===== src/rtl/resp_packer_pkg.sv =====
package resp_packer_pkg;

    typedef enum logic {
        PK_IDLE = 1'b0,
        PK_RUN  = 1'b1
    } pk_state_e;

    function automatic int unsigned slice_bits(input int unsigned width, input int unsigned chains);
        return width / chains;
    endfunction

endpackage


===== src/rtl/resp_packer_seq.sv =====
module resp_packer_seq
    import resp_packer_pkg::*;
#(
    parameter int unsigned P        = 3,
    parameter int unsigned SCAN_LEN = 8,
    localparam int unsigned CW      = $clog2(P + 1),
    localparam int unsigned LW      = $clog2(SCAN_LEN + 1)
) (
    input  logic          clk_i,
    input  logic          rst_ni,
    input  logic          start_i,
    input  logic          slot_free_i,
    output logic          busy_o,
    output logic          shift_o,
    output logic          word_done_o,
    output logic          first_o,
    output logic [CW-1:0] bit_idx_o
);

    typedef struct packed {
        pk_state_e   state;
        logic [CW-1:0] bit_cnt;
        logic [LW-1:0] bits_left;
        logic          first;
    } seq_t;

    seq_t seq_d, seq_q;
    logic closes_word;

    always_comb begin
        seq_d       = seq_q;
        closes_word = (seq_q.bit_cnt == CW'(P - 1)) || (seq_q.bits_left == LW'(1));
        shift_o     = (seq_q.state == PK_RUN) && (!closes_word || slot_free_i);
        word_done_o = shift_o && closes_word;

        if (seq_q.state == PK_IDLE) begin
            if (start_i) begin
                seq_d.state     = PK_RUN;
                seq_d.bit_cnt   = '0;
                seq_d.bits_left = LW'(SCAN_LEN);
                seq_d.first     = 1'b1;
            end
        end else if (shift_o) begin
            seq_d.bits_left = seq_q.bits_left - LW'(1);
            if (closes_word) begin
                seq_d.bit_cnt = '0;
                seq_d.first   = 1'b0;
                if (seq_q.bits_left == LW'(1)) begin
                    seq_d.state = PK_IDLE;
                end
            end else begin
                seq_d.bit_cnt = seq_q.bit_cnt + CW'(1);
            end
        end
    end

    always_ff @(posedge clk_i or negedge rst_ni) begin
        if (!rst_ni) begin
            seq_q <= '{state: PK_IDLE, bit_cnt: '0, bits_left: '0, first: 1'b0};
        end else begin
            seq_q <= seq_d;
        end
    end

    assign busy_o    = (seq_q.state == PK_RUN);
    assign first_o   = seq_q.first;
    assign bit_idx_o = seq_q.bit_cnt;

    AST_LEFT_BOUND: assert property (@(posedge clk_i) disable iff (!rst_ni)
        seq_q.bits_left <= LW'(SCAN_LEN));

    AST_CNT_BOUND: assert property (@(posedge clk_i) disable iff (!rst_ni)
        seq_q.bit_cnt < CW'(P));

    AST_IDLE_QUIET: assert property (@(posedge clk_i) disable iff (!rst_ni)
        !busy_o |-> !shift_o);

endmodule


===== src/rtl/resp_packer_collect.sv =====
module resp_packer_collect #(
    parameter int unsigned K  = 10,
    parameter int unsigned P  = 3,
    localparam int unsigned CW = $clog2(P + 1),
    localparam int unsigned SW = K * P
) (
    input  logic          clk_i,
    input  logic          rst_ni,
    input  logic          shift_i,
    input  logic          word_done_i,
    input  logic [CW-1:0] bit_idx_i,
    input  logic [K-1:0]  chain_i,
    output logic [SW-1:0] slices_o
);

    typedef struct packed {
        logic [SW-1:0] col;
    } col_t;

    col_t col_d, col_q;
    logic [SW-1:0] merged;

    for (genvar c = 0; c < K; c++) begin : g_chain
        for (genvar j = 0; j < P; j++) begin : g_bit
            always_comb begin
                merged[c*P + j] = col_q.col[c*P + j];
                if (shift_i && (bit_idx_i == CW'(j))) begin
                    merged[c*P + j] = chain_i[c];
                end
            end
        end
    end

    always_comb begin
        col_d.col = word_done_i ? '0 : merged;
        slices_o  = merged;
    end

    always_ff @(posedge clk_i or negedge rst_ni) begin
        if (!rst_ni) begin
            col_q <= '0;
        end else begin
            col_q <= col_d;
        end
    end

    AST_FRESH_WORD: assert property (@(posedge clk_i) disable iff (!rst_ni)
        word_done_i |=> (col_q.col == '0));

endmodule


===== src/rtl/resp_packer_outreg.sv =====
module resp_packer_outreg #(
    parameter int unsigned W = 32
) (
    input  logic         clk_i,
    input  logic         rst_ni,
    input  logic         load_i,
    input  logic [W-1:0] data_i,
    input  logic         ready_i,
    output logic         slot_free_o,
    output logic         valid_o,
    output logic [W-1:0] data_o
);

    typedef struct packed {
        logic         valid;
        logic [W-1:0] data;
    } out_t;

    out_t out_d, out_q;

    always_comb begin
        out_d       = out_q;
        slot_free_o = !out_q.valid || ready_i;
        if (out_q.valid && ready_i) begin
            out_d.valid = 1'b0;
        end
        if (load_i) begin
            out_d.valid = 1'b1;
            out_d.data  = data_i;
        end
    end

    always_ff @(posedge clk_i or negedge rst_ni) begin
        if (!rst_ni) begin
            out_q <= '{valid: 1'b0, data: '0};
        end else begin
            out_q <= out_d;
        end
    end

    assign valid_o = out_q.valid;
    assign data_o  = out_q.data;

    AST_HOLD_WORD: assert property (@(posedge clk_i) disable iff (!rst_ni)
        (valid_o && !ready_i) |=> (valid_o && $stable(data_o)));

    AST_NO_OVERWRITE: assert property (@(posedge clk_i) disable iff (!rst_ni)
        (load_i && valid_o) |-> ready_i);

endmodule


===== src/rtl/resp_packer.sv =====
module resp_packer
    import resp_packer_pkg::*;
#(
    parameter int unsigned W        = 32,
    parameter int unsigned K        = 10,
    parameter int unsigned SCAN_LEN = 8,
    localparam int unsigned P       = slice_bits(W, K),
    localparam int unsigned SW      = K * P,
    localparam int unsigned REM     = W - SW,
    localparam int unsigned RW      = (REM > 0) ? REM : 1,
    localparam int unsigned CW      = $clog2(P + 1)
) (
    input  logic          clk_i,
    input  logic          rst_ni,
    input  logic          start_i,
    input  logic [RW-1:0] rem_i,
    input  logic [K-1:0]  chain_so_i,
    output logic          shift_o,
    output logic [W-1:0]  word_o,
    output logic          word_valid_o,
    input  logic          word_ready_i,
    output logic          busy_o
);

    typedef struct packed {
        logic [RW-1:0] rem;
    } rem_t;

    rem_t rem_d, rem_q;

    logic          slot_free;
    logic          word_done;
    logic          first_word;
    logic [CW-1:0] bit_idx;
    logic [SW-1:0] slices;
    logic [W-1:0]  word_next;

    resp_packer_seq #(.P(P), .SCAN_LEN(SCAN_LEN)) seq_i (
        .clk_i       (clk_i),
        .rst_ni      (rst_ni),
        .start_i     (start_i),
        .slot_free_i (slot_free),
        .busy_o      (busy_o),
        .shift_o     (shift_o),
        .word_done_o (word_done),
        .first_o     (first_word),
        .bit_idx_o   (bit_idx)
    );

    resp_packer_collect #(.K(K), .P(P)) collect_i (
        .clk_i       (clk_i),
        .rst_ni      (rst_ni),
        .shift_i     (shift_o),
        .word_done_i (word_done),
        .bit_idx_i   (bit_idx),
        .chain_i     (chain_so_i),
        .slices_o    (slices)
    );

    always_comb begin
        rem_d = rem_q;
        if (!busy_o && start_i) begin
            rem_d.rem = rem_i;
        end
    end

    always_ff @(posedge clk_i or negedge rst_ni) begin
        if (!rst_ni) begin
            rem_q <= '0;
        end else begin
            rem_q <= rem_d;
        end
    end

    if (REM > 0) begin : g_rem
        assign word_next = {(first_word ? rem_q.rem : {RW{1'b0}}), slices};
    end else begin : g_norem
        logic unused_rem;
        assign unused_rem = ^rem_q.rem;
        assign word_next  = slices;
    end

    resp_packer_outreg #(.W(W)) outreg_i (
        .clk_i       (clk_i),
        .rst_ni      (rst_ni),
        .load_i      (word_done),
        .data_i      (word_next),
        .ready_i     (word_ready_i),
        .slot_free_o (slot_free),
        .valid_o     (word_valid_o),
        .data_o      (word_o)
    );

    AST_SHIFT_BUSY: assert property (@(posedge clk_i) disable iff (!rst_ni)
        shift_o |-> busy_o);

    AST_START_IGNORED: assert property (@(posedge clk_i) disable iff (!rst_ni)
        (busy_o && start_i) |=> $stable(rem_q));

endmodule


===== config.mk =====
export PLATFORM = sky130hd
export DESIGN_NAME = resp_packer
export DESIGN_NICKNAME = d
export VERILOG_FILES = /design/src/rtl/resp_packer_pkg.sv /design/src/rtl/resp_packer_seq.sv /design/src/rtl/resp_packer_collect.sv /design/src/rtl/resp_packer_outreg.sv /design/src/rtl/resp_packer.sv
export SDC_FILE = /design/constraint.sdc
export NUM_CORES = 1
export LEC_CHECK = 0
export ABC_AREA = 1
export BUFFER_PORTS_ARGS = -buffer_cell sky130_fd_sc_hd__buf_2
export CAP_MARGIN = 15
export CORE_UTILIZATION = 60
export DETAILED_ROUTE_END_ITERATION = 12
export PLACE_DENSITY_LB_ADDON = 0.2
export RECOVER_POWER = 25
export REMOVE_ABC_BUFFERS = 1
export SLEW_MARGIN = 20
export SYNTH_ARGS = -nofsm -noshare
export SYNTH_HDL_FRONTEND = slang
export SYNTH_SLANG_ARGS = --single-unit

===== constraint.sdc =====
create_clock -name clk_i -period 2.5 [get_ports clk_i]
set_input_delay 0.125 -clock clk_i [delete_from_list [all_inputs] [get_ports clk_i]]
set_output_delay 0.125 -clock clk_i [all_outputs]
set_load 0.005 [all_outputs]

# After elaboration in Yosys (flattened, before gate mapping)
# Index checks and enable logic that the tools add are counted.
# word_totals
ff_bits	73
inputBits	16
output_inout_bits	35
# classes
mux	41
reduce_logical	18
addsub	2
n_eq_ne	5
# op_table
operator	count
$mux W1	34
$mux W33	1
$mux W30	1
$mux W8	3
$logic_and A1 B1 Y1	7
$eq A4 B1 Y1 const B	1
$mux W2	2
$reduce_bool A2 Y1	2
$sub A4 B1 Y4 const B	1
$logic_not A1 Y1	3
$logic_or A1 B1 Y1	3
$reduce_and A3 Y1	1
$add A2 B1 Y2 const B	1
$eq A2 B1 Y1 const B	1
$eq A2 B2 Y1 const B	1
$logic_not A2 Y1	1
$ne A2 B1 Y1 const B	1
$ne A2 B2 Y1 const B	1
$reduce_and A2 Y1	1

# Depth between registers and ports, before layout
# Gate-level depths: netlist (run 1).
# logic_depth
word_depth	8
depth_mapped	9
mapped_depth_nobuf	9

# Cells and area by module
# From an unflattened synthesis (run 1), not the netlist that was laid out.
# unflattened
cells_unflattened	445
hier_area_um2	3498.4
# by_module_without_submodules
mod	n_inst	cells_each	area_per_inst_um2
resp_packer_collect	1	237	1590.3
resp_packer_outreg	1	140	1326.3
resp_packer_seq	1	54	481.7
resp_packer	1	14	100.1

# Least setup slack after synthesis (run 1)
# Ideal clock, no wire load.
# synth_timing
kind	register -> register
startpoint	reg seq_i.seq_q (netlist bit seq_i.bit_idx_o[0])
endpoint	reg outreg_i.out_q (netlist bit outreg_i.data_o[24])
n_path_buf	1
path_slack_ns	1.026
path_stages_with_launch	10
arrival_ns	1.356
period_less_slack_ns	1.474
path_cell_list	dfrtp_1 -> inv_1 -> ha_1 -> inv_1 -> nand3_2 -> nand2_2 -> buf_6 -> nand3_1 -> nand3_1 -> nand2_1
# synth_via
elab_chain_len	7
word_cells_on_any_way	9
classes_between	1 x eq/ne; 1 x mux; 7 x reduce/logical
# synth_lines
item	line_no	rtl
from (decl)	resp_packer_seq.sv:27	seq_t seq_d, seq_q;
from (signal assigned)	resp_packer_seq.sv:59	seq_q <= '{state: PK_IDLE, bit_cnt: '0, bits_left: '0, first: 1'b0};
from (signal assigned)	resp_packer_seq.sv:61	seq_q <= seq_d;
$eq A2 B2 Y1 *	resp_packer_seq.sv:32	closes_word = (seq_q.bit_cnt == CW'(P - 1)) || (seq_q.bits_left == LW'(1));
$logic_or A1 B1 Y1 *	resp_packer_seq.sv:32	
$logic_not A1 Y1 *	resp_packer_seq.sv:33	shift_o = (seq_q.state == PK_RUN) && (!closes_word || slot_free_i);
$logic_or A1 B1 Y1 *	resp_packer_seq.sv:33	
$logic_and A1 B1 Y1 *	resp_packer_seq.sv:33	
net shift_o	resp_packer.sv:18	output logic shift_o,
$logic_and A1 B1 Y1	resp_packer_collect.sv:27	if (shift_i && (bit_idx_i == CW'(j))) begin
$mux W1	resp_packer_collect.sv:27	
to (signal assigned)	resp_packer_outreg.sv:35	out_q <= '{valid: 1'b0, data: '0};
to (signal assigned)	resp_packer_outreg.sv:37	out_q <= out_d;
to (decl)	resp_packer_outreg.sv:19	out_t out_d, out_q;
# The timed path passes the listed nets; every way through them passes the cells marked *.
# A chain may end at the register's enable or synchronous reset.

# Worst setup path after layout (run 1)
# layout_timing
startpoint	reg seq_i.seq_q (netlist bit seq_i.bit_idx_o[0])
endpoint	out shift_o
# layout_via
elab_chain_len	5
# layout_lines
item	line_no
$eq A2 B2 Y1	resp_packer_seq.sv:32
$logic_or A1 B1 Y1	resp_packer_seq.sv:32
$logic_not A1 Y1	resp_packer_seq.sv:33
$logic_or A1 B1 Y1	resp_packer_seq.sv:33
$logic_and A1 B1 Y1	resp_packer_seq.sv:33
to (decl)	resp_packer.sv:18
# No other way between the ends.

==> metrics.md, run 1 <==
| Metric | Value |
|---|---|
| Post-Route WL | 6281 µm |
| YS warnings | 0 |
| CTS tree | done |
| Final hold viol count | 0 |
| GP Congestion | 0.8496 |
| CP endpoint kind | output pin |
| Setup WS pre-CTS | 0.5633 ns |
| Unique cell type count in the Yosys netlist | 23 |
| Grt ovf | 0 |
| Router iterations before antenna repair | 5 |
| Cts repair resizes | 0 |
| Clock latency on the worst-skew pair | 0.34 ns |
| Core area | 5107 µm² |
| CTS Buf Count | 9 |
| Area of the mapped netlist | 3181 µm² |
| Overall die width | 74.81 µm |
| Mapped Avg Cell Area | 8.527 µm² |
| Crit Path Max Fanout | 28 |
| Count of input and output buffers | 50 |
| Clock Sink Count | 73 |
| Max Cap Violations | 1 |
| Setup WS post-layout | 0.4886 ns |
| Hold_sp | word_ready_i |
| Pwr/cell area | 1343 nW/µm² |
| Row count | 26 |
| Largest net degree at the start of global routing | 74 |
| Most used cell, CP | inv_1 |
| Initial antenna violation count | 0 |
| Max-slew violation count | 74 |
| Total power | 4923 µW |
| P&R area growth vs syn | 15.22% |
| Final setup vio count | 0 |
| Share of cells above drive strength 1 | 17.91% |
| Status | finished with violations |
| Worst-Margin Slew | 1.725 ns |
| Critical-path top delay cell | nand2_2 |
| Sequential cell area fraction in the yosys report | 57.44% |
| CP Launch Type | flip-flop |
| Die Ht | 74.81 µm |
| Die area | 5596 µm² |
| Pleak | 0.002100 µW |
| DRC | 0 |
| CTS root buf | clkbuf_8 |
| Vias | 2532 |
| #FFs+latches synth | 73 |
| Fillers | 410 |
| 1st-iter DRT viols | 260 |
| Vias in the first global route | 2371 |
| Initial Utilization | 62.27% |
| Violated checks | max-capacitance violations, max-slew violations |
| Via-to-Cell Ratio | 5.064 |
| Arr. time, crit path | 1.89 ns |
| Antenna viol nets, final | 0 |
| Gr usage total | 25.44% |
| Final setup TNS | 0 ns |
| Clock Skews | 0.003771 ns |
| Largest stage delay, worst path | 0.41 ns |
| Synthesized instance count | 373 |
| Final hold slack | 0.03380 ns |
| Type of the most critical hold path | in -> reg |
| First-pass GRT wire length | 10360 µm |
| Ant. Diodes | 0 |
| Fin crit share | 80.45% |
| RSZ-0062 raised after global routing | false |
| Most frequent cells in the layout | nand2_1, dfrtp_1, buf_2 |
| Origin of the worst setup path | seq_i.bit_idx_o[0]$_DFFE_PN0P_ |
| Commonest non-fill, non-tap cell in the layout | nand2_1 |
| VDD IR max | 0.9656 mV |
| Wire per inst | 12.56 µm |
| Num ports | 51 |
| Period minus WS final | 2.011 ns |
| Fin nets | 446 |
| CTS H-Tree Depth | 3 |
| Setup CP Type | reg -> out |
| CP required | 2.38 ns |
| Post-DP HPWL | 4155 µm |
| Post-CTS Setup Bufs | 0 |
| Final Util | 71.75% |
| Maximum clock rate | 497.2 MHz |
| Slew HR | -14.97% |
| Worst R2R Start | seq_i.bit_idx_o[0]$_DFFE_PN0P_ |
| Clock Path Buffers | 2 |
| Crit path cell chain | inv_1 -> ha_1 -> inv_1 -> nand3_2 -> nand2_2 -> buf_2 |
| Worst-path clk slew | 0.07 ns |
## layout make-up
| cell class | count | area, µm² | area share [%] |
|---|---|---|---|
| clock buffer | 11 | 151.4 | 4.131 |
| clock inverter | 5 | 30.03 | 0.8194 |
| inverter | 48 | 180.2 | 4.916 |
| multi-input combinational | 237 | 1089 | 29.70 |
| sequential | 73 | 1827 | 49.85 |
| tap | 70 | 87.58 | 2.390 |
| timing repair buffer | 56 | 300.3 | 8.194 |
## cells by family after synthesis
group	count (synthesis)	synth area share, %
AOI/OAI and AO/OA	29	5.705
xor gates and xnor gates	1	0.2754
adders and majority gates	5	1.967
buffers and inverters	63	8.340
DFF	73	57.44
muxes	1	0.3147
and+or+nand+nor	201	25.96
## synthesized netlist by cell type (all sizes together)
library cell / n / share of area [%]
o211ai: 1 / 0.24
a21oi: 2 / 0.79
dfrtp: 73 / 57
clkbuf: 2 / 0.24
o22ai: 1 / 0.20
o31ai: 1 / 0.24
xor2: 1 / 0.28
mux2i: 1 / 0.31
o21ai: 18 / 2.8
buf: 13 / 2.4
ha: 5 / 2.0
inv: 48 / 5.7
nand4: 1 / 0.20
o21a: 6 / 1.4
nand3: 45 / 7.2
nand2: 124 / 15
nor2: 31 / 3.7
## critical path, delay by kind of cell, from the launching register on
kind / cells / cell delay [ns]
fa+ha+maj: 1 / 0.22
buf+inv: 3 / 0.42
flops: 1 / 0.36
simple gates: 2 / 0.54
## metal layers
layer / part of all wire, % / global-route usage, % / wire length [µm] / vias up
met5: 0 / 0 / 0 / -
met4: 1.5 / 11.32 / 97 / 0
met3: 3.4 / 4.016 / 212 / 11
met2: 50 / 43.54 / 3111 / 62
met1: 46 / 32.08 / 2859 / 1199
li1: - / - / - / 1260
## final timing paths
path	end	slack (ns)	cells past startpoint
max	shift_o	0.49	6
min	outreg_i.valid_o$_DFFE_PN0P_	0.03	4
max reg2reg	outreg_i.data_o[28]$_DFFE_PN0P_	0.53	9
min reg2reg	outreg_i.data_o[31]$_DFFE_PN0P_	0.48	2
max in group asynchronous	collect_i.col_q[19]$_DFF_PN0_	0.62	3
min in group asynchronous	outreg_i.data_o[18]$_DFFE_PN0P_	0.85	3
## sequential cells by signal, indices dropped and copies added (netlist names)
signal / flops
rem_q: 2
outreg_i.valid_o: 1
seq_i.busy_o: 1
collect_i.col_q: 30
outreg_i.data_o: 32
seq_i.bit_idx_o: 2
seq_i.first_o: 1
seq_i.seq_q: 4
## power breakdown
part | total, µW | switching [µW] | internal [µW]
Sequential | 1950 | 228 | 1720
Combinational | 2130 | 1360 | 764
Clock | 845 | 436 | 409
## through the flow
stage	std cells	instance area, µm²
2_1_floorplan	358	3095
3_3_place_gp	481	3468
3_5_place_dp	481	3468
4_1_cts	500	3680
5_1_grt	500	3665
6_report	500	3665
## what timing repair did
action / CTS / global route
endpoints found under the setup margin: 0 / 0
hold buffers: 3 / 0
endpoints found under the hold margin: 75 / 0
No activity file was read; power rests on OpenSTA's default activity.
==> inputs of run 2 (changes only) <==
--- a/config.mk
+++ b/config.mk
@@ -8,7 +8,7 @@
 export ABC_AREA = 1
 export BUFFER_PORTS_ARGS = -buffer_cell sky130_fd_sc_hd__buf_2
 export CAP_MARGIN = 15
-export CORE_UTILIZATION = 60
+export CORE_UTILIZATION = 56
 export DETAILED_ROUTE_END_ITERATION = 12
 export PLACE_DENSITY_LB_ADDON = 0.2
 export RECOVER_POWER = 25
==> constraint.sdc (replaced) <==
create_clock -name clk_i -period 2.1 [get_ports clk_i]
set_input_delay 0.105 -clock clk_i [delete_from_list [all_inputs] [get_ports clk_i]]
set_output_delay 0.105 -clock clk_i [all_outputs]
set_load 0.005 [all_outputs]
==> run 2 against run 1 <==
Effect of this change: the flow finishes with violations (design-rule violations); sequential share of layout area decreased by 0.10 points; combinational power grew 23%; power rose by 19%; final area is 0.20% higher; hold slack got worse by 0.0018 ns; highest routed layer unchanged; cell count rose by 0.80%.
==> metrics.md, run 2 (same netlist as run 1, synthesis figures left out) <==
| Metric | Value |
|---|---|
| Status | finished with violations |
| Violated checks | design-rule violations |
| Core area | 5507 µm² (+7.8%) |
| Most frequent cells in the layout | nand2_1, dfrtp_1, buf_2 |
| Worst-path clk slew | 0.07 ns (about the same) |
| VDD IR max | 0.8787 mV (-9.0%) |
| Fin cells | 504 (+0.80%) |
| Gr usage total | 24.46% (-0.98 points) |
| 1st-iter DRT viols | 172 (-34%) |
| GP Congestion | 0.7961 (-6.3%) |
| Clock latency on the worst-skew pair | 0.33 ns (about the same) |
| Clock Path Buffers | 2 (unchanged) |
| Pleak | 0.002106 µW (+0.32%) |
| Sw power | 2405 µW (+19%) |
| Seq pwr share | 39.6% (about the same) |
| RSZ-0062 raised after global routing | false |
| Antenna viol nets, final | 0 (unchanged) |
| CP required | 2.00 ns (-0.38 ns) |
| Overall die width | 77.36 µm (+3.4%) |
| Largest net degree at the start of global routing | 74 (unchanged) |
| Max Cap Violations | 0 (-1) |
| Final setup vio count | 0 (unchanged) |
| Type of the most critical hold path | in -> reg |
| Fin crit share | 88.69% |
| Commonest non-fill, non-tap cell in the layout | nand2_1 |
| Router iterations before antenna repair | 8 (+3) |
| Clock Sink Count | 73 (unchanged) |
| Setup CP Type | reg -> out |
| Internal power | 3455 µW (+19%) |
| Vias | 2494 (-1.5%) |
| Maximum clock rate | 536.9 MHz |
| Setup WS pre-CTS | 0.3334 ns (-0.2299 ns) |
| Post-Route WL | 6379 µm (+1.6%) |
| Combinational share of power | 44.6% (+1.4 points) |
| Crit Path Max Fanout | 14 (-50%) |
| CTS H-Tree Depth | 3 (unchanged) |
| Largest stage delay, worst path | 0.35 ns (-0.06 ns) |
| Slew HR | 35.17% (+50 points) |
| Crit path cell chain | inv_1 -> ha_1 -> inv_1 -> nand3_2 -> nand2_4 -> buf_4 -> buf_2 |
| Die area | 5985 µm² (+6.9%) |
| Post-DP HPWL | 3993 µm (-3.9%) |
| Crit path buf inv count | 4 (+1) |
| Clock power frac | 15.8% (-1.4 points) |
| Setup WS post-layout | 0.2376 ns (-0.2510 ns) |
| Num ports | 51 (unchanged) |
| Post-Place Cells | 486 (+1.0%) |
| CP endpoint kind | output pin |
| CTS tree | done |
| Final hold slack | 0.03201 ns (-0.001783 ns) |
| Switching Share | 41.04% (-0.17 points) |
| Vias in the first global route | 2355 (-0.67%) |
| Share of cells above drive strength 1 | 17.13% (-0.78 points) |
| Critical-path top delay cell | dfrtp_1 |
| Initial Utilization | 57.76% (-4.5 points) |
| Largest register FFs | 32 (unchanged) |
| CP Launch Type | flip-flop |
| Fin nets | 449 (+0.67%) |
| Row count | 27 (+3.8%) |
| Final hold viol count | 0 (unchanged) |
| CTS Buf Count | 9 (unchanged) |
| Via-to-Cell Ratio | 4.948 (-2.3%) |
| First-pass GRT wire length | 11060 µm (+6.7%) |
| Die Ht | 77.36 µm (+3.4%) |
| Max-slew violation count | 0 (-100%) |
| DRC | 2 (+2) |
| Most used cell, CP | inv_1 |
| P&R area growth vs syn | 15.46% |
| CTS root buf | clkbuf_8 |
| Period minus WS final | 1.862 ns |
| Grt ovf | 0 (unchanged) |
| Worst-Margin Slew | 0.9725 ns (-0.7520 ns) |
| Pwr/cell area | 1596 nW/µm² (+19%) |
| Initial antenna violation count | 0 (unchanged) |
| Ant. Diodes | 0 (unchanged) |
| CP top delay family | buffers and inverters |
| Count of input and output buffers | 50 (unchanged) |
| Total power | 5860 µW (+19%) |
| Wire per inst | 12.66 µm (+0.75%) |
| Final Util | 66.69% (-5.1 points) |
| Clock Skews | 0.005379 ns (+0.001608 ns) |
| Arr. time, crit path | 1.76 ns (-0.13 ns) |
run 2: worst paths after layout:
kind | startpoint | end | slack (ns) | depth (start not counted)
setup reg to reg | seq_i.seq_q[2]$_DFFE_PN0P_ | outreg_i.data_o[7]$_DFFE_PN0P_ | 0.38 | 7
max in group asynchronous | rst_ni | collect_i.col_q[9]$_DFF_PN0_ | 0.90 | 3
hold / removal | word_ready_i | outreg_i.valid_o$_DFFE_PN0P_ | 0.03 | 4
setup / recovery | seq_i.bit_idx_o[0]$_DFFE_PN0P_ | shift_o | 0.24 | 7
min in group asynchronous | rst_ni | collect_i.col_q[12]$_DFF_PN0_ | 0.58 | 3
hold reg to reg | outreg_i.data_o[4]$_DFFE_PN0P_ | outreg_i.data_o[4]$_DFFE_PN0P_ | 0.47 | 2
run 2: power groups by stage:
stage / registers [µW] / logic [µW] / clock network (µW)
2_1_floorplan: 2330 / 1730 / 0
3_3_place_gp: 2320 / 2500 / 0
3_5_place_dp: 2350 / 2590 / 0
4_1_cts: 2320 / 2620 / 955
5_1_grt: 2390 / 3030 / 1010
6_report: 2320 / 2610 / 928
run 2: area by class of cell:
| cell class | count | area (µm²) |
|---|---|---|
| Clock buffer | 15 | 156.4 |
| Fill cell | 486 | 1834 |
| Inverter | 48 | 180.2 |
| Multi-Input combinational cell | 237 | 1094 |
| Sequential cell | 73 | 1827 |
| Tap cell | 72 | 90.09 |
| Timing Repair Buffer | 59 | 325.3 |
run 2: worst register-to-register path, delay by kind of cell (launching register included):
family                     cells  cell delay, ns
AOI/OAI and AO/OA              1            0.16
DFF                            1            0.38
buffers and inverters          2            0.56
and+or+nand+nor                3            0.40
adders and majority gates      1            0.15
run 2: metrics by stage:
step	instance area [µm²]	setup TNS, ns
finish	3672	0
detailed placement	3493	0
floorplan	3095	-3.139
CTS	3680	0
global placement	3493	0
global route	3672	0
run 2: per-layer routing:
metal | track usage (%) | wire length (µm) | share of wire (%) | up-vias
met4 | 10.57 | 108 | 1.7 | 0
met2 | 39.03 | 2967 | 47 | 54
met3 | 6.000 | 314 | 4.9 | 10
met1 | 31.92 | 2988 | 47 | 1174
met5 | 0 | 0 | 0 | -
li1 | - | - | - | 1256
run 2: repair_timing:
item,4_1_cts,5_1_grt
hold endpoints to repair,75,0
hold buffers,3,0
endpoints found under the setup margin,0,1
setup buffers,0,0
gates resized for setup,0,1
==> inputs of run 3 (changes only) <==
--- a/config.mk
+++ b/config.mk
@@ -10,7 +10,7 @@
 export CAP_MARGIN = 15
 export CORE_UTILIZATION = 56
 export DETAILED_ROUTE_END_ITERATION = 12
-export PLACE_DENSITY_LB_ADDON = 0.2
+export PLACE_DENSITY = 0.81
 export RECOVER_POWER = 25
 export REMOVE_ABC_BUFFERS = 1
 export SLEW_MARGIN = 20
==> run 3 against run 2 <==
Effect of this change: the flow now finishes without violations; routed wire length grew 2.9%; die area unchanged; first-iteration DRC count increased by 16%; cell count is 0.20% lower; clock skew about the same; sequential cell count is the same; sequential power about the same; power increased by 0.20%.
==> metrics.md, run 3 (same netlist as run 1, synthesis figures left out) <==
| Metric | Value |
|---|---|
| Clock Skews | 0.005293 ns (-0.00008601 ns) |
| First-pass GRT wire length | 10980 µm (-0.69%) |
| Fillers | 452 (-7.0%) |
| CP endpoint kind | output pin |
| Crit Path Max Fanout | 19 (+5) |
| Initial antenna violation count | 0 (unchanged) |
| Clock latency on the worst-skew pair | 0.35 ns (+0.02 ns) |
| Final hold viol count | 0 (unchanged) |
| Vias | 2548 (+2.2%) |
| Row count | 27 (unchanged) |
| Ant. Diodes | 0 (unchanged) |
| Final Util | 66.55% (-0.14 points) |
| Post-DP HPWL | 4269 µm (+6.9%) |
| Largest register FFs | 32 (unchanged) |
| Via-to-Cell Ratio | 5.066 (+2.4%) |
| Clock Path Buffers | 2 (unchanged) |
| Router iterations before antenna repair | 4 (-4) |
| Die Ht | 77.36 µm (unchanged) |
| Gr usage total | 24.02% (-0.44 points) |
| VDD IR max | 0.8183 mV (-6.9%) |
| Post-Route WL | 6561 µm (+2.9%) |
| GP Congestion | 0.7408 (-6.9%) |
| Share of cells above drive strength 1 | 16.94% (-0.19 points) |
| Period minus WS final | 1.965 ns (+0.1022 ns) |
| RSZ-0062 raised after global routing | false |
| Setup CP Type | reg -> out |
| Die area | 5985 µm² (unchanged) |
| Maximum clock rate | 509.0 MHz (-5.2%) |
| Pleak | 0.002103 µW (-0.15%) |
| Fin crit share | 93.55% (+4.9 points) |
| Initial Utilization | 57.76% (unchanged) |
| Core area | 5507 µm² (unchanged) |
| Arr. time, crit path | 1.86 ns (+0.10 ns) |
| Fin nets | 448 (-0.22%) |
| CP Launch Type | flip-flop |
| Commonest non-fill, non-tap cell in the layout | nand2_1 |
| Final setup TNS | 0 ns (unchanged) |
| Num ports | 51 (unchanged) |
| CTS root buf | clkbuf_8 |
| Clock Sink Count | 73 (unchanged) |
| CTS tree | done |
| Worst-path clk slew | 0.07 ns (about the same) |
| 1st-iter DRT viols | 199 (+16%) |
| Status | completed |
| Max-slew violation count | 0 (unchanged) |
| CTS Buf Count | 9 (unchanged) |
| Final setup vio count | 0 (unchanged) |
| DRC | 0 (-2) |
| Grt ovf | 0 (unchanged) |
| Vias in the first global route | 2431 (+3.2%) |
| CTS H-Tree Depth | 3 (unchanged) |
| Overall die width | 77.36 µm (unchanged) |
| Post-Place Cells | 485 (-0.21%) |
| Pwr/cell area | 1602 nW/µm² (+0.41%) |
| Wire per inst | 13.04 µm (+3.1%) |
| Most frequent cells in the layout | nand2_1, dfrtp_1, buf_2 |
| Count of input and output buffers | 50 (unchanged) |
| P&R area growth vs syn | 15.22% |
| Worst-Margin Slew | 0.9602 ns (-0.01232 ns) |
| Fin cells | 503 (-0.20%) |
| Antenna viol nets, final | 0 (unchanged) |
| Type of the most critical hold path | in -> reg |
| Largest net degree at the start of global routing | 74 (unchanged) |
| Slew HR | 35.99% (+0.82 points) |
| Max Cap Violations | 0 (unchanged) |
| CP required | 2.00 ns (about the same) |
## run 3: changes by cell type in the layout (fill, tap and decap cells not counted), sizes merged
cell and change:
buf -1
## run 3: timing repair
action | 4_1_cts | 5_1_grt
buffers inserted | 0 | 0
gates resized for setup | 0 | 1
endpoints found under the setup margin | 0 | 1
hold buffers | 3 | 0
endpoints found under the hold margin | 75 | 0
## run 3: stage by stage
step | hold WS, ns | power (µW) | setup slack (ns) | cell area (µm²)
2_1_floorplan | -0.1906 | 4060 | -0.1117 | 3095
3_3_place_gp | 0.1636 | 4803 | 0.3540 | 3486
3_5_place_dp | 0.1726 | 4950 | 0.2358 | 3486
4_1_cts | 0.006941 | 5903 | 0.03549 | 3672
5_1_grt | 0.01173 | 6374 | 0.02643 | 3665
6_report | 0.006517 | 5872 | 0.1354 | 3665
## run 3: final timing paths
| path | start | to | slack [ns] | cells after the start |
|---|---|---|---|---|
| setup / recovery | seq_i.bit_idx_o[0]$_DFFE_PN0P_ | shift_o | 0.14 | 7 |
| max in group asynchronous | rst_ni | seq_i.bit_idx_o[0]$_DFFE_PN0P_ | 0.93 | 3 |
| min in group asynchronous | rst_ni | outreg_i.data_o[13]$_DFFE_PN0P_ | 0.57 | 3 |
| hold reg to reg | outreg_i.data_o[6]$_DFFE_PN0P_ | outreg_i.data_o[6]$_DFFE_PN0P_ | 0.48 | 2 |
| setup reg to reg | seq_i.bit_idx_o[0]$_DFFE_PN0P_ | outreg_i.data_o[9]$_DFFE_PN0P_ | 0.31 | 9 |
| hold / removal | word_ready_i | outreg_i.valid_o$_DFFE_PN0P_ | 0.007 | 4 |
## run 3: power by group
group / switching (µW) / internal [µW]
combinational: 1680 / 937
sequential: 270 / 2050
clock: 474 / 458
## run 3: critical path, stage by stage (launching register included)
cell,delay [ns]
dfrtp_1,0.35
inv_1,0.08
ha_1,0.22
inv_1,0.14
nand3_2,0.15
nand2_4,0.23
buf_4,0.21
buf_2,0.13
## run 3: final cells by class
class	count	area, µm²	area share, %
clock buffers	15	156.4	4.268
inverters	48	180.2	4.916
multi-input cells	237	1094	29.84
flip-flops and latches	73	1827	49.85
well taps	72	90.09	2.458
repair buffers	58	317.8	8.672
## run 3: per-layer routing
layer  global-route usage, %  wire [µm]  up-vias
met3                   3.647        196       17
met1                   31.02       3011     1212
li1                        -          -     1260
met5                       0          0        -
met4                   13.58        160        0
met2                   38.85       3192       59
